File: config.mk
export PLATFORM = sky130hd
export DESIGN_NAME = corr_lane_array
export DESIGN_NICKNAME = d
export VERILOG_FILES = /design/src/rtl/corr_shift_line.sv /design/src/rtl/corr_lane.sv /design/src/rtl/corr_sum.sv /design/src/rtl/corr_lane_array.sv
export SDC_FILE = /design/constraint.sdc
export NUM_CORES = 1
export LEC_CHECK = 0
export ABC_CLOCK_PERIOD_IN_PS = 5700
export BUFFER_PORTS_ARGS = -buffer_cell sky130_fd_sc_hd__buf_2
export CAP_MARGIN = 40
export CORE_ASPECT_RATIO = 1.5
export CORE_MARGIN = 2
export CORE_UTILIZATION = 40
export CTS_BUF_LIST = sky130_fd_sc_hd__clkbuf_16
export CTS_CLUSTER_DIAMETER = 50
export DETAILED_ROUTE_END_ITERATION = 8
export PLACE_DENSITY_LB_ADDON = 0.1
export SYNTH_ARGS = -nofsm -noshare
export SYNTH_HDL_FRONTEND = slang
export SYNTH_SLANG_ARGS = --single-unit
File: constraint.sdc
create_clock -name clk -period 5.7 [get_ports clk]
set_input_delay 0.285 -clock clk [delete_from_list [all_inputs] [get_ports clk]]
set_output_delay 0.285 -clock clk [all_outputs]
set_load 0.05 [all_outputs]
File: src/rtl/corr_shift_line.sv
module corr_shift_line #(
  parameter int DEPTH = 8,
  parameter int WIDTH = 8
) (
  input  logic                         clk,
  input  logic                         rst,
  input  logic                         en,
  input  logic [WIDTH-1:0]             din,
  output logic [DEPTH-1:0][WIDTH-1:0]  q
);

  generate
    if (DEPTH == 1) begin : g_single
      always_ff @(posedge clk) begin
        if (rst)     q[0] <= '0;
        else if (en) q[0] <= din;
      end
    end else begin : g_chain
      always_ff @(posedge clk) begin
        if (rst)     q <= '0;
        else if (en) q <= {q[DEPTH-2:0], din};
      end
    end
  endgenerate

endmodule

File: src/rtl/corr_lane.sv
module corr_lane #(
  parameter int SAMPLE_W = 8,
  localparam int PROD_W  = SAMPLE_W + 1
) (
  input  logic [SAMPLE_W-1:0] code,
  input  logic                pos,
  output logic [PROD_W-1:0]   prod
);

  logic [SAMPLE_W-1:0] tc;
  logic [PROD_W-1:0]   ext;

  always_comb begin
    tc   = {~code[SAMPLE_W-1], code[SAMPLE_W-2:0]};
    ext  = {tc[SAMPLE_W-1], tc};
    prod = pos ? ext : (PROD_W'(0) - ext);
  end

endmodule

File: src/rtl/corr_sum.sv
module corr_sum #(
  parameter int LANES  = 8,
  parameter int PROD_W = 9,
  parameter int SUM_W  = 12
) (
  input  logic                          clk,
  input  logic                          rst,
  input  logic [LANES-1:0][PROD_W-1:0]  prod,
  output logic [SUM_W-1:0]              total
);

  logic [SUM_W-1:0] acc;

  always_comb begin
    acc = '0;
    for (int i = 0; i < LANES; i++) begin
      acc = acc + {{(SUM_W-PROD_W){prod[i][PROD_W-1]}}, prod[i]};
    end
  end

  always_ff @(posedge clk) begin
    if (rst) total <= '0;
    else     total <= acc;
  end

endmodule

File: src/rtl/corr_lane_array.sv
module corr_lane_array #(
  parameter int LANES    = 8,
  parameter int SAMPLE_W = 8,
  localparam int PROD_W  = SAMPLE_W + 1,
  localparam int SUM_W   = $clog2(LANES * (2 ** (SAMPLE_W - 1)) + 1) + 1
) (
  input  logic                      clk,
  input  logic                      rst,
  input  logic                      smp_valid,
  output logic                      smp_ready,
  input  logic [SAMPLE_W-1:0]       smp_data,
  input  logic                      ref_valid,
  output logic                      ref_ready,
  input  logic                      ref_bit,
  output logic [LANES*PROD_W-1:0]   prod_o,
  output logic [SUM_W-1:0]          sum_o
);

  logic                              rdy_q;
  logic                              smp_take;
  logic                              ref_take;
  logic [LANES-1:0][SAMPLE_W-1:0]    smp_q;
  logic [LANES-1:0][0:0]             ref_q;
  logic [LANES-1:0][PROD_W-1:0]      prod_w;

  always_ff @(posedge clk) begin
    if (rst) rdy_q <= 1'b0;
    else     rdy_q <= 1'b1;
  end

  assign smp_ready = rdy_q;
  assign ref_ready = rdy_q;
  assign smp_take  = smp_valid & rdy_q;
  assign ref_take  = ref_valid & rdy_q;

  corr_shift_line #(.DEPTH(LANES), .WIDTH(SAMPLE_W)) u_smp_line (
    .clk (clk),
    .rst (rst),
    .en  (smp_take),
    .din (smp_data),
    .q   (smp_q)
  );

  corr_shift_line #(.DEPTH(LANES), .WIDTH(1)) u_ref_line (
    .clk (clk),
    .rst (rst),
    .en  (ref_take),
    .din (ref_bit),
    .q   (ref_q)
  );

  generate
    for (genvar i = 0; i < LANES; i++) begin : g_lane
      corr_lane #(.SAMPLE_W(SAMPLE_W)) u_lane (
        .code (smp_q[i]),
        .pos  (ref_q[i][0]),
        .prod (prod_w[i])
      );
      assign prod_o[i*PROD_W +: PROD_W] = prod_w[i];
    end
  endgenerate

  corr_sum #(.LANES(LANES), .PROD_W(PROD_W), .SUM_W(SUM_W)) u_sum (
    .clk   (clk),
    .rst   (rst),
    .prod  (prod_w),
    .total (sum_o)
  );

endmodule

# After elaboration in Yosys (flattened, before gate mapping)
# Cells that the tools add are included.
# word_totals
regBits,85
in_bits,13
out_inout_bits,86
# op_classes
addsub,15
muxes,9
n_bitwise,10
# ops
operator,count
12-bit adder,6
9-bit 2-to-1 mux,8
1-bit by 8-bit subtractor with 9-bit output (first input constant),8
9-bit by 9-bit adder with 10-bit output,1
1-bit NOT,8
1-bit AND,2
1-bit 2-to-1 mux,1

# Depth between registers and ports, before layout
# depth
word_depth,10
ltp_mapped,21
ltp_nobuf,21

# Modules after synthesis
# Synthesis repeated with hierarchy kept, for this count alone.
# unflattened
cells_unflattened,696
area_unflattened_um2,6439.9
# modules_own_cells
mod,n_inst,cells_per_inst,area_each_um2,seq_area_each_um2
corr_sum,1,251,2308.5,240.2
corr_shift_line (u_smp_line),1,206,2290.9,1281.2
corr_lane,8,26,188.9,0.0
corr_shift_line (u_ref_line),1,26,285.3,160.2
corr_lane_array,1,5,43.8,20.0

# Least setup slack after synthesis
# No wires, ideal clock.
# synth_path
path_kind,reg2reg
startpoint,reg u_smp_line.q[18] (netlist bit)
endpoint,reg u_sum.total[11]
setup_ns,0.065
arrival_time_ns,5.559
path_slack_ns,0.076
path_stages_with_launch,17
period_less_slack_ns,5.624
cell_sequence,dfxtp_1 > nor3_1 > nor3b_1 > a21oi_1 > xnor2_1 > inv_1 > fa_1 > fa_1 > fa_1 > fa_1 > inv_1 > ha_1 > or3_4 > o32a_1 > a31oi_1 > xnor3_1 > nor2_1
# synth_via
elab_chain_cells,8
# synth_rtl
item,line,text
from (decl),corr_shift_line.sv:9,output logic [DEPTH-1:0][WIDTH-1:0] q
from (signal assigned),corr_shift_line.sv:21,"else if (en) q <= {q[DEPTH-2:0], din};"
1-bit by 8-bit subtractor with 9-bit output,corr_lane.sv:16,prod = pos ? ext : (PROD_W'(0) - ext);
9-bit 2-to-1 mux,corr_lane.sv:16,
via prod_o[25],corr_lane_array.sv:15,"output logic [LANES*PROD_W-1:0] prod_o,"
12-bit adder (6 in a row),corr_sum.sv:17,"acc = acc + {{(SUM_W-PROD_W){prod[i][PROD_W-1]}}, prod[i]};"
to (signal assigned),corr_sum.sv:22,if (rst) total <= '0;
to (signal assigned),corr_sum.sv:23,else total <= acc;
to (decl),corr_sum.sv:9,output logic [SUM_W-1:0] total
# The timed path passes the listed nets, and every way through them passes these cells.
# A chain may end at the register's enable or synchronous reset.

# Worst setup path after layout
# layout_path
startpoint,reg u_smp_line.q[18] (netlist bit)
endpoint,reg u_sum.total[11]
# layout_via
elab_chain_cells,8
# layout_rtl
item,line
1-bit by 8-bit subtractor with 9-bit output,corr_lane.sv:16
9-bit 2-to-1 mux (*),corr_lane.sv:16
12-bit adder (*) (6 in a row),corr_sum.sv:17
# Every way passes the cells marked *; elsewhere a longest branch is shown, timed or not.

==> impl_metrics.yaml <==
outcome:
  outcome: "finished clean"
sta:
  finClkSkew_ns: 0.005626
  max_slew_margin_pct: 53.40
  finalSetupViolCount: 0
  slew_viol_final: 0
  max_slew.worst_pin.slew_ns: 0.6990
  timing.final.crit_period_ns: 5.233
  fin_crit_sh_pct: 91.81
  whs_ns: 0.1834
  finalHoldViolations: 0
  rsz0062_at_grt: "no"
  tns_ns: 0
  fmax_mhz: 191.1
clock_network:
  cts.path.max_buffers: 2
  cts-root-buf: "clkbuf_16"
  clk_latency_ns: 0.34
  postCtsResizedCells: 0
  cts_made_buffers: 9
  cts_setup_buffers: 0
  clk_pin_slew_worst_paths_ns: 0.06
  postCtsHoldBufs: 0
  clock-sinks: 85
  cts-htree-levels: 3
  cts_tree: "built"
grt:
  grt_use_total_pct: 20.46
  grt_max_degree: 65
  antenna_found_initial: 0
  grt_pass1_vias: 5098
  grt_first_pass_wirelength_um: 26260
  grt.overflow.total: 0
synthesis:
  synthesis.nets: 861
  synth_cell_types: 42
  synth.avg_cell_area_sq_um: 7.948
  ys_seq_area_share_pct: 27.81
  synth.area.top_cells: "dfxtp_1 (28%), fa_1 (16%), nand2_1 (9.4%)"
  ys_warn_count: 0
  postSynthRegisterBits: 85
  synth_ff_type: "dfxtp_1"
  synthAdderAreaFrac_pct: 21.84
  muxShareOfSynthArea_pct: 2.126
  synth_compound_area_share_pct: 12.02
  synthXorXnorAreaFrac_pct: 9.528
  yosysTopAreaCell: "dfxtp_1"
  synth_cells: 770
  syn_area_sq_um: 6120
  synth_top_area_share_pct: 27.81
  synth_edf_count: 0
  synth_simple_gate_area_share_pct: 17.67
  async_flop_share_pct: 0
  synth_top_family_by_area: "adder cells"
power:
  p_leak_nw: 3.361
  peakVddDrop_v: 0.0001175
  power.density_nw_per_um2: 227.3
place:
  port_buffers: 98
  dp.final_hpwl_um: 13080
  gp_congestion: 0.8917
detailed_routing:
  num_vias: 5164
  first_pass_iters: 5
  drt_iter0_drc: 281
  vias_per_cell: 4.951
  wire_per_inst_um: 15.76
  final_antenna_net_count: 0
  drc: 0
  drt-total-wl_um: 16440
setup_path:
  crit_start: "u_smp_line.q[18]"
  endpoint: "u_sum.total[11]"
  crit_fanout: 6
  cp_data_required_time_ns: 5.97
  startpoint_type: "register"
  path_common_cell: "fa_1"
  rr_worst_depth: 16
  crit_chain: "nor3_1 -> nor3b_1 -> a21oi_1 -> xnor2_1 -> inv_1 -> fa_1 -> fa_1 -> fa_1 -> fa_1 -> inv_1 -> ha_1 -> or3_4 -> o32a_1 -> a31oi_1 -> xnor3_1 -> nor2_1"
  cp_slowest_stage_delay_ns: 0.56
  critPathKind: "register to register"
  r2r_slack_ns: 0.47
  critPathTopFamily: "adder cells"
  critical_path_buf_inv_count: 2
  r2r-end: "u_sum.total[11]"
  crit-reg2reg-launch: "u_smp_line.q[18]"
  slowest_stage: "fa_1"
  worstPathArrival_ns: 5.51
  crit_cells: 16
  endpoint_kind: "register"
die:
  dieArea_sq_um: 16320
  core_sq_um: 15000
  die_w_um: 105.0
  ioPinCount: 99
  die_y_um: 155.5
  start_util_pct: 40.79
  rows: 55
final_layout:
  utilization_pct: 46.53
  drive_gt1_share_pct: 15.76
  diodes: 0
  nNetsFinal: 932
  area_delta_synth_final_pct: 14.07
flow_run:
  drv_cap: 0
worst_hold_path:
  hold_path_class: "primary input to register"
worst reg2reg max path, cell delays in order (launching register included):
cell and delay, ns:
dfxtp_1 0.38, nor3_1 0.31, nor3b_1 0.29, a21oi_1 0.14, xnor2_1 0.27, inv_1 0.12, fa_1 0.52, fa_1 0.52
fa_1 0.52, fa_1 0.56, inv_1 0.04, ha_1 0.24, or3_4 0.39, o32a_1 0.37, a31oi_1 0.19, xnor3_1 0.23
nor2_1 0.09
flip-flops by register name, indices dropped and copies added, names as in the netlist:
name          flops
u_ref_line.q      8
ref_ready         1
u_sum.total      12
u_smp_line.q     64
area by class of cell:
cell class                      count  area [sq um]
Inverter                           95         356.6
Clock inverter                      5         30.03
Multi-Input combinational cell    547          3870
Timing Repair Buffer              103         548.0
Clock buffer                        9         225.2
Tap cell                          199         249.0
Fill cell                        1563          8021
Sequential cell                    85          1702
cell usage in the layout, fill, tap and decap left out, drive strengths merged, types with 5 or more instances in the layout:
cell type / count
mux2: 8
inv: 95
nor3: 19
o21ai: 12
clkbuf: 9
nor2: 49
nand3: 11
fa: 48
nor2b: 7
buf: 103
ha: 30
nand2: 153
xor2: 39
a21oi: 103
xnor2: 25
nand2b: 5
dfxtp: 85
cell usage after synthesis, drive strengths merged (4+ instances only):
master / n
nand2: 153
a21oi: 103
inv: 95
dfxtp: 85
nor2: 49
fa: 48
xor2: 39
clkbuf: 31
ha: 30
xnor2: 25
nor3: 19
buf: 12
o21ai: 12
nand3: 11
mux2: 8
nor2b: 7
nand2b: 5
a21o: 4
a31oi: 4
mux2i: 4
where the power goes:
group          internal (mW)  switching [mW]  total (mW)
clock                  0.288           0.242       0.530
sequential             0.616          0.0124       0.628
combinational          0.135           0.293       0.428
total                   1.04           0.548        1.59
worst min path at each step:
stage,start,slack [ns],cells after the start,to
after floorplan,smp_data[1],0.42,2,u_smp_line.q[1]
after detailed placement,u_smp_line.q[37],0.48,2,u_smp_line.q[37]
after global placement,u_smp_line.q[59],0.47,2,u_smp_line.q[59]
final,smp_data[4],0.18,3,u_smp_line.q[4]
after global routing,smp_data[0],0.18,3,u_smp_line.q[0]
after CTS,smp_data[4],0.17,3,u_smp_line.q[4]
routing by layer:
metal / global-route usage [%] / routed length [um] / up-vias
li1: - / - / 2582
met1: 24.64 / 6877 / 2438
met2: 36.21 / 8461 / 121
met3: 3.351 / 584 / 23
met4: 8.127 / 518 / 0
met5: 0 / 0 / -
cell families after synthesis:
| logic type | after synthesis |
|---|---|
| buffers and inverters | 138 |
| and+or+nand+nor | 257 |
| xor gates and xnor gates | 65 |
| DFF | 85 |
| adders and majority gates | 78 |
| muxes | 12 |
| AOI/OAI and AO/OA | 135 |
metrics by stage:
stage,cells,power (mW),instance area [sq um],setup WS (ns)
6_report,1043,1.587,6980,0.4666
4_1_cts,1043,1.611,6980,0.4507
3_3_place_gp,1028,1.060,6698,0.5130
2_1_floorplan,770,0.9736,6120,0.07586
3_5_place_dp,1029,1.070,6725,0.4625
5_1_grt,1043,1.675,6980,0.04564
Note: power is estimated with default switching activity, not from simulation.
